--- src/rtl/rsup_pkg.sv ---
package rsup_pkg;

   // Width of a down/up counter able to hold the value n.
   function automatic int unsigned cnt_w(input int unsigned n);
      return (n < 2) ? 1 : $clog2(n + 1);
   endfunction

   typedef enum logic {
      POL_ACTIVE_HIGH = 1'b0,
      POL_ACTIVE_LOW  = 1'b1
   } rst_pol_e;

endpackage

--- src/rtl/rsup_sync.sv ---
module rsup_sync #(
   parameter int unsigned STAGES = 2
) (
   input  logic clk,
   input  logic rst_n,
   input  logic d_in,
   output logic q_out
);
   generate
      if (STAGES < 2) begin : g_bad_stages
         $error("rsup_sync: STAGES must be at least 2");
      end
   endgenerate

   logic [STAGES-1:0] chain_q;

   always_ff @(posedge clk or negedge rst_n) begin
      if (!rst_n) chain_q <= '0;
      else        chain_q <= {chain_q[STAGES-2:0], d_in};
   end

   assign q_out = chain_q[STAGES-1];
endmodule

--- src/rtl/rsup_stretch.sv ---
module rsup_stretch
   import rsup_pkg::*;
#(
   parameter int unsigned PULSE_TICKS = 8
) (
   input  logic clk,
   input  logic rst_n,
   input  logic supply_ok,
   input  logic wd_trip,
   output logic busy
);
   localparam int unsigned CW = cnt_w(PULSE_TICKS);
   localparam logic [CW-1:0] LOAD = CW'(PULSE_TICKS);

   generate
      if (PULSE_TICKS < 1) begin : g_bad_pulse
         $error("rsup_stretch: PULSE_TICKS must be at least 1");
      end
   endgenerate

   logic [CW-1:0] left_q;

   always_ff @(posedge clk or negedge rst_n) begin
      if (!rst_n)                    left_q <= LOAD;
      else if (!supply_ok || wd_trip) left_q <= LOAD;
      else if (left_q != '0)         left_q <= left_q - 1'b1;
   end

   assign busy = (left_q != '0);

   AST_LOW_SUPPLY_RELOADS: assert property (@(posedge clk) disable iff (!rst_n)
      !supply_ok |=> (left_q == LOAD));
   AST_PULSE_BOUNDED: assert property (@(posedge clk) disable iff (!rst_n)
      left_q <= LOAD);
   AST_PULSE_COUNTS_DOWN: assert property (@(posedge clk) disable iff (!rst_n)
      (supply_ok && !wd_trip && busy) |=> (left_q == $past(left_q) - 1'b1));
endmodule

--- src/rtl/rsup_wdog.sv ---
module rsup_wdog
   import rsup_pkg::*;
#(
   parameter int unsigned TIMEOUT_TICKS = 20
) (
   input  logic clk,
   input  logic rst_n,
   input  logic kick_s,
   input  logic hold,
   output logic kick_edge,
   output logic trip
);
   localparam int unsigned CW = cnt_w(TIMEOUT_TICKS);
   localparam logic [CW-1:0] LAST = CW'(TIMEOUT_TICKS - 1);

   generate
      if (TIMEOUT_TICKS < 2) begin : g_bad_timeout
         $error("rsup_wdog: TIMEOUT_TICKS must be at least 2");
      end
   endgenerate

   logic          prev_q;
   logic [CW-1:0] idle_q;

   always_ff @(posedge clk or negedge rst_n) begin
      if (!rst_n) prev_q <= 1'b0;
      else        prev_q <= kick_s;
   end

   assign kick_edge = kick_s ^ prev_q;
   assign trip      = !hold && !kick_edge && (idle_q == LAST);

   always_ff @(posedge clk or negedge rst_n) begin
      if (!rst_n)                        idle_q <= '0;
      else if (hold || kick_edge || trip) idle_q <= '0;
      else                               idle_q <= idle_q + 1'b1;
   end

   AST_IDLE_BELOW_LIMIT: assert property (@(posedge clk) disable iff (!rst_n)
      idle_q <= LAST);
   AST_HOLD_CLEARS: assert property (@(posedge clk) disable iff (!rst_n)
      hold |=> (idle_q == '0));
   AST_KICK_RESTARTS: assert property (@(posedge clk) disable iff (!rst_n)
      kick_edge |=> (idle_q == '0));
endmodule

--- src/rtl/rst_supervisor.sv ---
module rst_supervisor
   import rsup_pkg::*;
#(
   parameter int unsigned PULSE_TICKS   = 40_000_000,
   parameter int unsigned TIMEOUT_TICKS = 320_000_000,
   parameter bit          ACTIVE_LOW    = 1'b1,
   parameter int unsigned SYNC_STAGES   = 2
) (
   input  logic clk,
   input  logic rst_n,
   input  logic supply_ok,
   input  logic wd_kick,
   input  logic wd_off,
   output logic rst_out
);
   localparam rst_pol_e POL = ACTIVE_LOW ? POL_ACTIVE_LOW : POL_ACTIVE_HIGH;

   logic kick_s;
   logic kick_edge;
   logic wd_trip;
   logic pulse_busy;
   logic rst_active;
   logic wd_hold;

   rsup_sync #(.STAGES(SYNC_STAGES)) kick_sync_i (
      .clk   (clk),
      .rst_n (rst_n),
      .d_in  (wd_kick),
      .q_out (kick_s)
   );

   rsup_stretch #(.PULSE_TICKS(PULSE_TICKS)) stretch_i (
      .clk       (clk),
      .rst_n     (rst_n),
      .supply_ok (supply_ok),
      .wd_trip   (wd_trip),
      .busy      (pulse_busy)
   );

   assign rst_active = !supply_ok || pulse_busy;
   assign wd_hold    = wd_off || rst_active;

   rsup_wdog #(.TIMEOUT_TICKS(TIMEOUT_TICKS)) wdog_i (
      .clk       (clk),
      .rst_n     (rst_n),
      .kick_s    (kick_s),
      .hold      (wd_hold),
      .kick_edge (kick_edge),
      .trip      (wd_trip)
   );

   generate
      if (POL == POL_ACTIVE_LOW) begin : g_out_low
         assign rst_out = !rst_active;
      end else begin : g_out_high
         assign rst_out = rst_active;
      end
   endgenerate

   AST_TRIP_ONLY_RELEASED: assert property (@(posedge clk) disable iff (!rst_n)
      wd_trip |-> !pulse_busy && supply_ok);
   AST_OFF_NO_TRIP: assert property (@(posedge clk) disable iff (!rst_n)
      wd_off |-> !wd_trip);
   AST_EDGE_NO_TRIP: assert property (@(posedge clk) disable iff (!rst_n)
      kick_edge |-> !wd_trip);
   AST_TRIP_GIVES_PULSE: assert property (@(posedge clk) disable iff (!rst_n)
      wd_trip |=> pulse_busy);
endmodule

--- config.mk ---
export PLATFORM = sky130hd
export DESIGN_NAME = rst_supervisor
export DESIGN_NICKNAME = d
export VERILOG_FILES = /design/src/rtl/rsup_pkg.sv /design/src/rtl/rsup_sync.sv /design/src/rtl/rsup_stretch.sv /design/src/rtl/rsup_wdog.sv /design/src/rtl/rst_supervisor.sv
export SDC_FILE = /design/constraint.sdc
export NUM_CORES = 1
export LEC_CHECK = 0
export BUFFER_PORTS_ARGS = -buffer_cell sky130_fd_sc_hd__buf_2
export CAP_MARGIN = 20
export CELL_PAD_IN_SITES_DETAIL_PLACEMENT = 1
export CELL_PAD_IN_SITES_GLOBAL_PLACEMENT = 2
export CORE_UTILIZATION = 26
export DETAILED_ROUTE_END_ITERATION = 12
export HOLD_SLACK_MARGIN = 0.1
export PLACE_DENSITY = 0.59
export SYNTH_ARGS = -nofsm -noshare
export SYNTH_HDL_FRONTEND = slang
export SYNTH_SLANG_ARGS = --single-unit
--- constraint.sdc ---
create_clock -name clk -period 3.08 [get_ports clk]
set_input_delay 0.616 -clock clk [delete_from_list [all_inputs] [get_ports clk]]
set_output_delay 0.616 -clock clk [all_outputs]
set_load 0.05 [all_outputs]
* Word level (Yosys, flattened, before mapping)
Cells that the tools add are included.
W data, S select, Z words.
** Storage, ports and cells
- Register bits :: 58
- Bits in latches :: 0
- Bits in writable memories :: 0
- Memory bits (read-only) :: 0
- Input port bits :: 5
- Output and inout port bits :: 1
- Logic and storage cells :: 24
- Memories :: 0
** Operators by class
- $add $sub $neg :: 2
- Multiply operators :: 0
- Divide/modulo/power cells :: 0
- Magnitude comparators :: 0
- Eq/ne operators :: 1
- Shifts and indexed selects :: 0
- Mux-type cells :: 3
- Bitwise gates (word level) :: 1
- Reduce and logical (&&, ||, !) cells :: 13
** Operator list (number)
- $mux W26 :: 2
- $add A29 B1 Y29 const B :: 1
- $eq A29 B29 Y1 const B :: 1
- $mux W29 :: 1
- $reduce_bool A26 Y1 :: 1
- $sub A26 B1 Y26 const B :: 1
- $logic_or A1 B1 Y1 :: 5
- $logic_not A1 Y1 :: 4
- $logic_and A1 B1 Y1 :: 2
- $reduce_bool A2 Y1 :: 1
- $xor A1 B1 Y1 :: 1

* Depth between registers and ports, before layout
Gate-level depths: netlist of run 1.
- Word-level depth :: 8
- Gate-level depth with buffers :: 10
- Mapped depth without buffers :: 7

* Cells and area by module
Synthesis of run 1 repeated with hierarchy kept, for this count alone.
** Second synthesis, totals
- Cell total of the unflattened synthesis :: 317
- Area total of the unflattened synthesis :: 3047.9 um^2
** By module, submodules not included
- rsup_wdog :: times used 1, cells an instance 168, area an instance 1539.0 um^2, sequential area each 750.7 um^2
- rsup_stretch :: times used 1, cells an instance 145, area an instance 1441.4 um^2, sequential area each 660.6 um^2
- rsup_sync :: times used 1, cells an instance 2, area an instance 50.0 um^2, sequential area each 50.0 um^2
- rst_supervisor :: times used 1, cells an instance 2, area an instance 17.5 um^2, sequential area each 0.0 um^2

* Worst setup path before layout of run 1
No wires, ideal clock.
- Path kind :: flip-flop to flip-flop
- From :: register stretch_i.left_q[0]
- To :: register wdog_i.idle_q[20]
- Setup time :: 0.068 ns
- Data arrival time :: 2.841 ns
- Required time :: 3.012 ns
- Path slack :: 0.170 ns
- Cell stages (with the launch flop) :: 11
- Path buffers :: 3
- Period minus slack after synthesis :: 2.910 ns
- Cell sequence :: dfrtp_1 > inv_1 > ha_1 > or4b_1 > clkbuf_1 > nor4_4 > and3_1 > or3b_1 > buf_6 > buf_8 > nor2_4
** Between the ends
- Longest elaborated chain between the ends :: 8
- Elaborated cells between the ends (all ways) :: 9
- Classes of those cells :: mux: 1; reduce/logical: 8
** Ends and longest elaborated chain
- from (decl) :: line rsup_stretch.sv:21 : logic [CW-1:0] left_q;
- from (signal assigned) :: line rsup_stretch.sv:26 : else if (left_q != '0) left_q <= left_q - 1'b1;
- $reduce_bool A26 Y1 (*) :: line rsup_stretch.sv:29 : assign busy = (left_q != '0);
- $logic_or A1 B1 Y1 (*) :: line rst_supervisor.sv:40 : assign rst_active = !supply_ok || pulse_busy;
- $logic_or A1 B1 Y1 (*) :: line rst_supervisor.sv:41 : assign wd_hold = wd_off || rst_active;
- $logic_not A1 Y1 :: line rsup_wdog.sv:31 : assign trip = !hold && !kick_edge && (idle_q == LAST);
- $logic_and A1 B1 Y1 (2 in a row) :: line rsup_wdog.sv:31
- $logic_or A1 B1 Y1 (*) :: line rsup_wdog.sv:35 : else if (hold || kick_edge || trip) idle_q <= '0;
- $mux W29 (*) :: line rsup_wdog.sv:35
- to (signal assigned) :: line rsup_wdog.sv:36 : else idle_q <= idle_q + 1'b1;
- to (decl) :: line rsup_wdog.sv:23 : logic [CW-1:0] idle_q;
Every way passes the cells marked *; elsewhere a longest branch is shown, timed or not.
A chain may end at the register's enable or synchronous reset.

* Worst setup path after layout of run 1
- From :: register stretch_i.left_q[1]
- To :: output port rst_out
** Between the ends
- Longest elaborated chain between the ends :: 3
** Ends and longest elaborated chain
- $reduce_bool A26 Y1 :: line rsup_stretch.sv:29
- $logic_or A1 B1 Y1 :: line rst_supervisor.sv:40
- $logic_not A1 Y1 :: line rst_supervisor.sv:54 : assign rst_out = !rst_active;
- to (decl) :: line rst_supervisor.sv:14 : output logic rst_out
Every way passes these cells.

==> out/results.ini, run 1 <==
[setup_path]
worstPathRequired_ns=2.46
reg2reg_from=stretch_i.left_q[1]
reg2reg_depth=7
endpoint_kind=primary output
setup.worst_path.start_class=flop
cp-startpoint=stretch_i.left_q[1]
crit_path_end=rst_out
cp_data_arrival_time_ns=2.33
r2r-end=stretch_i.left_q[9]
crit_path_max_fanout=10
critPathKind=flop to primary output
ff2ff_setup_slack_ns=0.39

[timing]
slew_headroom_pct=52.8
worstMarginPinSlew_ns=0.707
max_freq_mhz=339
rsz0062_at_grt=false
setup_viol=0
drv_slew=0
skew_ns=0.00647
hold_violations=0
min_period_ns=2.95
finalSetupTns_ns=0
fin_crit_sh_pct=95.7

[finish]
area_delta_synth_final_pct=17.5
drive_gt1_share_pct=16.9
nets=334
instances_no_fill=474
final_cell_area_um2=3660
diodes=0

[cts]
root_buffer=clkbuf_16
cts_buffers=9
cts_setup_buffers=0
clkSinkCount=58
htree_num_levels=3
clock_path_buffers=2
cts_tree=done
clock_latency_ns=0.33
cts.clk_slew.worst_paths_ns=0.05

[pwr]
swShare_pct=23.7
ir_worst_vdd_mv=0.221
cellInternalPower_mw=1.56
p_leak_nw=1.38
p_seq_share_pct=40.6
pwr-share-clk_pct=50.9
combPwrFrac_pct=8.5
switchingPower_uw=486
cellPowerDensity_nw_per_um2=561

[global_routing]
first_global_vias=2469
antenna_found_initial=0
overflow=0
grt_max_degree=32
grt_usage_pct=13.2
grt_pass1_wl_um=12900

[floorplan]
die-area_um2=12400
core-area_um2=11600
die_h_um=111
row_count=39
die_x_um=111
io_pins=6
initial_utilization_pct=26.9

[place]
finalWeightedCongestion=0.729
place_inst=459
place_area_um2=3350
dpl.hpwl_um=5170
port_buffers=5

[synthesis]
yosys.cell_count.top_type=dfrtp_1
synth.area.top_cells=dfrtp_1, xor2_1, dfstp_2
synthArstFlopShare_pct=100
synth_flop_cell=dfrtp_1
netlist_area_um2=3110
ys_ff_latch=58
ys_types=52
yosysSeqAreaShare_pct=47.0
yosys_warnings=0
synth_edf_count=0
synth_nets=317
syn_avg_cell_area_um2=10.0
netlist_instances=310
synthTopCellsByCount=dfrtp_1, nor2_1, xor2_1, nand2_1, nand3_1
synth_top_area_cell=dfrtp_1
yosysTopAreaCellShare_pct=40.2

[detailed_routing]
antenna_left=0
remaining_drc_errors=2
drt-total-wl_um=7520
viasPerCell=4.97
drt-initial-drc-count=74
drt_pass1_iterations=8
routedWlPerCell_um=15.9
num_vias=2357

[job]
cap_violations=0

[outcome]
status=finished, violations left
failed_checks=design-rule violations

[worst_hold_path]
min_path_type=input port to asynchronous set/reset pin

## worst max-delay path, cell delays in order (launching register included)
cell and delay [ns]:
dfrtp_1 0.41, inv_1 0.08, ha_1 0.20, or4b_4 0.58, nor4_4 0.28, and3_1 0.22
clkbuf_4 0.23
## placed cells by master, fill, tap and decap left out, types with 7 or more instances in the layout
cell type,synthesis,final
clkbuf_16,0,9
xnor2_1,13,13
nor4_1,8,8
nand2_1,22,22
dfstp_2,8,8
buf_4,0,9
xor2_1,25,25
and3_1,7,7
nor2_4,8,8
dfrtp_1,50,50
nor2_1,40,40
a21oi_1,7,7
nand3_1,19,19
nor3_1,10,10
or4_1,8,8
nand4_1,10,10
## stage by stage
| stage | setup slack [ns] | power (mW) | hold WS [ns] | utilization, % |
|---|---|---|---|---|
| after floorplan | 0.170 | 0.960 | 0.320 | - |
| after global placement | 0.268 | 1.02 | 0.335 | 29.0 |
| after detailed placement | 0.230 | 1.02 | 0.346 | 29.0 |
| after CTS | 0.0857 | 2.09 | 0.359 | 31.6 |
| after global routing | 0.00858 | 2.13 | 0.376 | 31.6 |
| final | 0.132 | 2.05 | 0.341 | 31.6 |
## metal layers
metal | GRT usage, % | wire [um] | vias up
li1 | - | - | 1147
met1 | 17.6 | 3690 | 1185
met2 | 21.4 | 3580 | 19
met3 | 3.27 | 191 | 6
met4 | 3.78 | 53 | 0
met5 | 0 | 0 | -
## sequential cells by signal (all words and copies together), names as in the netlist
signal,cells
kick_sync_i.chain_q,2
stretch_i.left_q,26
wdog_i.idle_q,29
wdog_i.prev_q,1
## power groups by stage
stage / clock [mW] / combinational, mW / sequential (mW)
after CTS: 1.08 / 0.178 / 0.832
after global routing: 1.10 / 0.195 / 0.837
after detailed placement: 0 / 0.174 / 0.844
after global placement: 0 / 0.175 / 0.844
final: 1.04 / 0.173 / 0.832
after floorplan: 0 / 0.126 / 0.834
## cell families (layout without fill, tap and decap cells)
| logic type | Yosys count | count (layout) | synth area share (%) |
|---|---|---|---|
| simple gates | 167 | 167 | 31.8 |
| flops | 58 | 58 | 47.0 |
| xor+xnor | 38 | 38 | 10.7 |
| compound gates | 29 | 29 | 6.72 |
| buf+inv | 14 | 35 | 2.37 |
| fa+ha+maj | 2 | 2 | 0.804 |
| mux | 2 | 2 | 0.643 |
## worst min path at each step
| stage | end | cells after the start |
|---|---|---|
| 2_1_floorplan | kick_sync_i.chain_q[0] | 0 |
| 3_3_place_gp | kick_sync_i.chain_q[1] | 0 |
| 3_5_place_dp | kick_sync_i.chain_q[1] | 0 |
| 4_1_cts | kick_sync_i.chain_q[1] | 0 |
| 5_1_grt | kick_sync_i.chain_q[1] | 0 |
| 6_report | wdog_i.idle_q[22] | 1 |
## layout make-up
class / instances / area, um2
Fill cell: 1314 / 7910
Multi-Input combinational cell: 238 / 1580
Sequential cell: 58 / 1460
Clock buffer: 12 / 236
Tap cell: 143 / 179
Timing Repair Buffer: 15 / 115
Clock inverter: 3 / 65.1
Inverter: 5 / 18.8
## what timing repair did
| item | 4_1_cts | 5_1_grt |
|---|---|---|
| hold endpoints to repair | 0 | 0 |
| resized for setup | 1 | 1 |
| hold buffers | 0 | 0 |
| endpoints found under the setup margin | 1 | 1 |
(Power assumes the default switching activity.)
==> inputs of run 2 (changes only) <==
Settings changed: CELL_PAD_IN_SITES_DETAIL_PLACEMENT 1 to default, CELL_PAD_IN_SITES_GLOBAL_PLACEMENT 2 to default, PLACE_DENSITY 0.59 to 0.45.
==> run 2 against run 1 <==
Net effect: the flow now finishes without violations; design area is 0.21% lower; clock power is essentially flat; sequential power hardly changed; maximum frequency up 1.0%; cell count decreased by 0.21%; worst setup slack gained 0.030 ns; global-route usage down 1.4 points; via count fell by 1.7%; utilization decreased by 0.065 points; combinational power hardly changed; sequential share of layout area is 0.082 points higher; die area stayed put; critical path type unchanged; critical endpoint unchanged; largest power group unchanged; highest routed layer unchanged.
==> out/results.ini, run 2 (synthesis results as in run 1) <==
[global_routing]
busiest_layer=met2
grt_max_degree=31
met3_usage_pct=3.27
grt_usage_pct=11.9
met1_usage_pct=16.3
first_global_vias=2307
antenna_found_initial=0
grt_pass1_wl_um=11500
grt_use_met2_pct=17.4
overflow=0

[pwr]
ir_worst_vdd_mv=0.315
cellPowerDensity_nw_per_um2=554
p_leak_nw=1.38
power.total_mw=2.02

[detailed_routing]
remaining_drc_errors=0
viasPerCell=4.90
antenna_left=0
drt_pass1_iterations=6
drt-total-wl_um=6590
num_vias=2318
drt-initial-drc-count=137
routedWlPerCell_um=13.9

[floorplan]
die_x_um=111
io_pins=6
die_h_um=111
row_count=39
initial_utilization_pct=26.9
die-area_um2=12400
core-area_um2=11600

[cts]
htree_num_levels=3
cts_buffers=9
cts_setup_buffers=0
cts_resized=0
cts_tree=done
clock_path_buffers=2
root_buffer=clkbuf_16
clkSinkCount=58
cts.clk_slew.worst_paths_ns=0.05
hold_buffers=0
clock_latency_ns=0.33

[timing]
skew_ns=0.00705
timing.final.ws_setup_ns=0.162
setup_viol=0
max_freq_mhz=343
whs_ns=0.348
worstMarginPinSlew_ns=0.730
rsz0062_at_grt=false
min_period_ns=2.92
slew_headroom_pct=51.4
finalSetupTns_ns=0
fin_crit_sh_pct=94.7
drv_slew=0
hold_violations=0

[finish]
diodes=0
layout_commonest_cell=dfrtp_1
reg_top3=wdog_i.idle_q (29), stretch_i.left_q (26), kick_sync_i.chain_q (2)
largest_reg_flops=29
drive_gt1_share_pct=17.0
fill_cells=1176
nets=333
top_register=wdog_i.idle_q
final_cell_area_um2=3650
final_cell_mix=dfrtp_1, nor2_1, xor2_1
area_delta_synth_final_pct=17.2

[place]
port_buffers=5
dpl.hpwl_um=4560
pre_cts_slack_ns=0.470
place_area_um2=3340
finalWeightedCongestion=0.754

[setup_path]
path_cells=inv_1, ha_1, or4b_1, nor4_4, and3_1, clkbuf_4
crit_slowest_cell=or4b_1
endpoint_kind=primary output
critPathKind=flop to primary output
cp_data_arrival_time_ns=2.30
slowest_delay_ns=0.54
crit_path_max_fanout=5
crit_buf_inv=2
crit_family=simple AND/OR/NAND/NOR gates
setup.worst_path.start_class=flop
worstPathRequired_ns=2.46

[job]
cap_violations=0

[outcome]
status=completed

[worst_hold_path]
min_path_type=input port to asynchronous set/reset pin

[run 2: cell types whose count changed in the layout (fill, tap and decap cells not counted)]
cell / before / now
clkbuf_1: 3 / 1
clkbuf_8: 0 / 3
buf_4: 9 / 8
or4b_1: 1 / 2
or4b_4: 1 / 0
bufinv_16: 2 / 1
[run 2: power breakdown]
group | switching (mW) | internal (mW)
clock | 0.335 | 0.686
sequential | 0.0362 | 0.794
combinational | 0.104 | 0.0677
total | 0.475 | 1.55
[run 2: worst paths after layout]
| path | from | depth (start not counted) | end | slack, ns |
|---|---|---|---|---|
| min in group clk | kick_sync_i.chain_q[0] | 0 | kick_sync_i.chain_q[1] | 0.35 |
| max in group asynchronous | rst_n | 2 | stretch_i.left_q[22] | 2.05 |
| max reg2reg | stretch_i.left_q[0] | 7 | stretch_i.left_q[9] | 0.44 |
| min reg2reg | kick_sync_i.chain_q[0] | 0 | kick_sync_i.chain_q[1] | 0.35 |
| min | rst_n | 1 | stretch_i.left_q[6] | 0.35 |
| max | stretch_i.left_q[0] | 6 | rst_out | 0.16 |
[run 2: layout make-up]
| class | count | area (um2) | share of cell area [%] |
|---|---|---|---|
| clock buffer | 13 | 270 | 7.41 |
| clock inverter | 2 | 35.0 | 0.960 |
| inverter | 5 | 18.8 | 0.514 |
| multi-input combinational | 238 | 1580 | 43.2 |
| sequential | 58 | 1460 | 40.1 |
| tap | 143 | 179 | 4.90 |
| timing repair buffer | 14 | 108 | 2.95 |
[run 2: layer usage]
layer | wire, um | vias to the layer above
met3 | 169 | 8
met1 | 3460 | 1137
li1 | - | 1145
met5 | 0 | -
met4 | 110 | 0
met2 | 2850 | 28
[run 2: through the flow]
stage / std cells / utilization (%)
final: 473 / 31.5
after global routing: 473 / 31.5
after CTS: 473 / 31.5
after detailed placement: 458 / 28.9
after global placement: 458 / 28.9
after floorplan: 310 / -
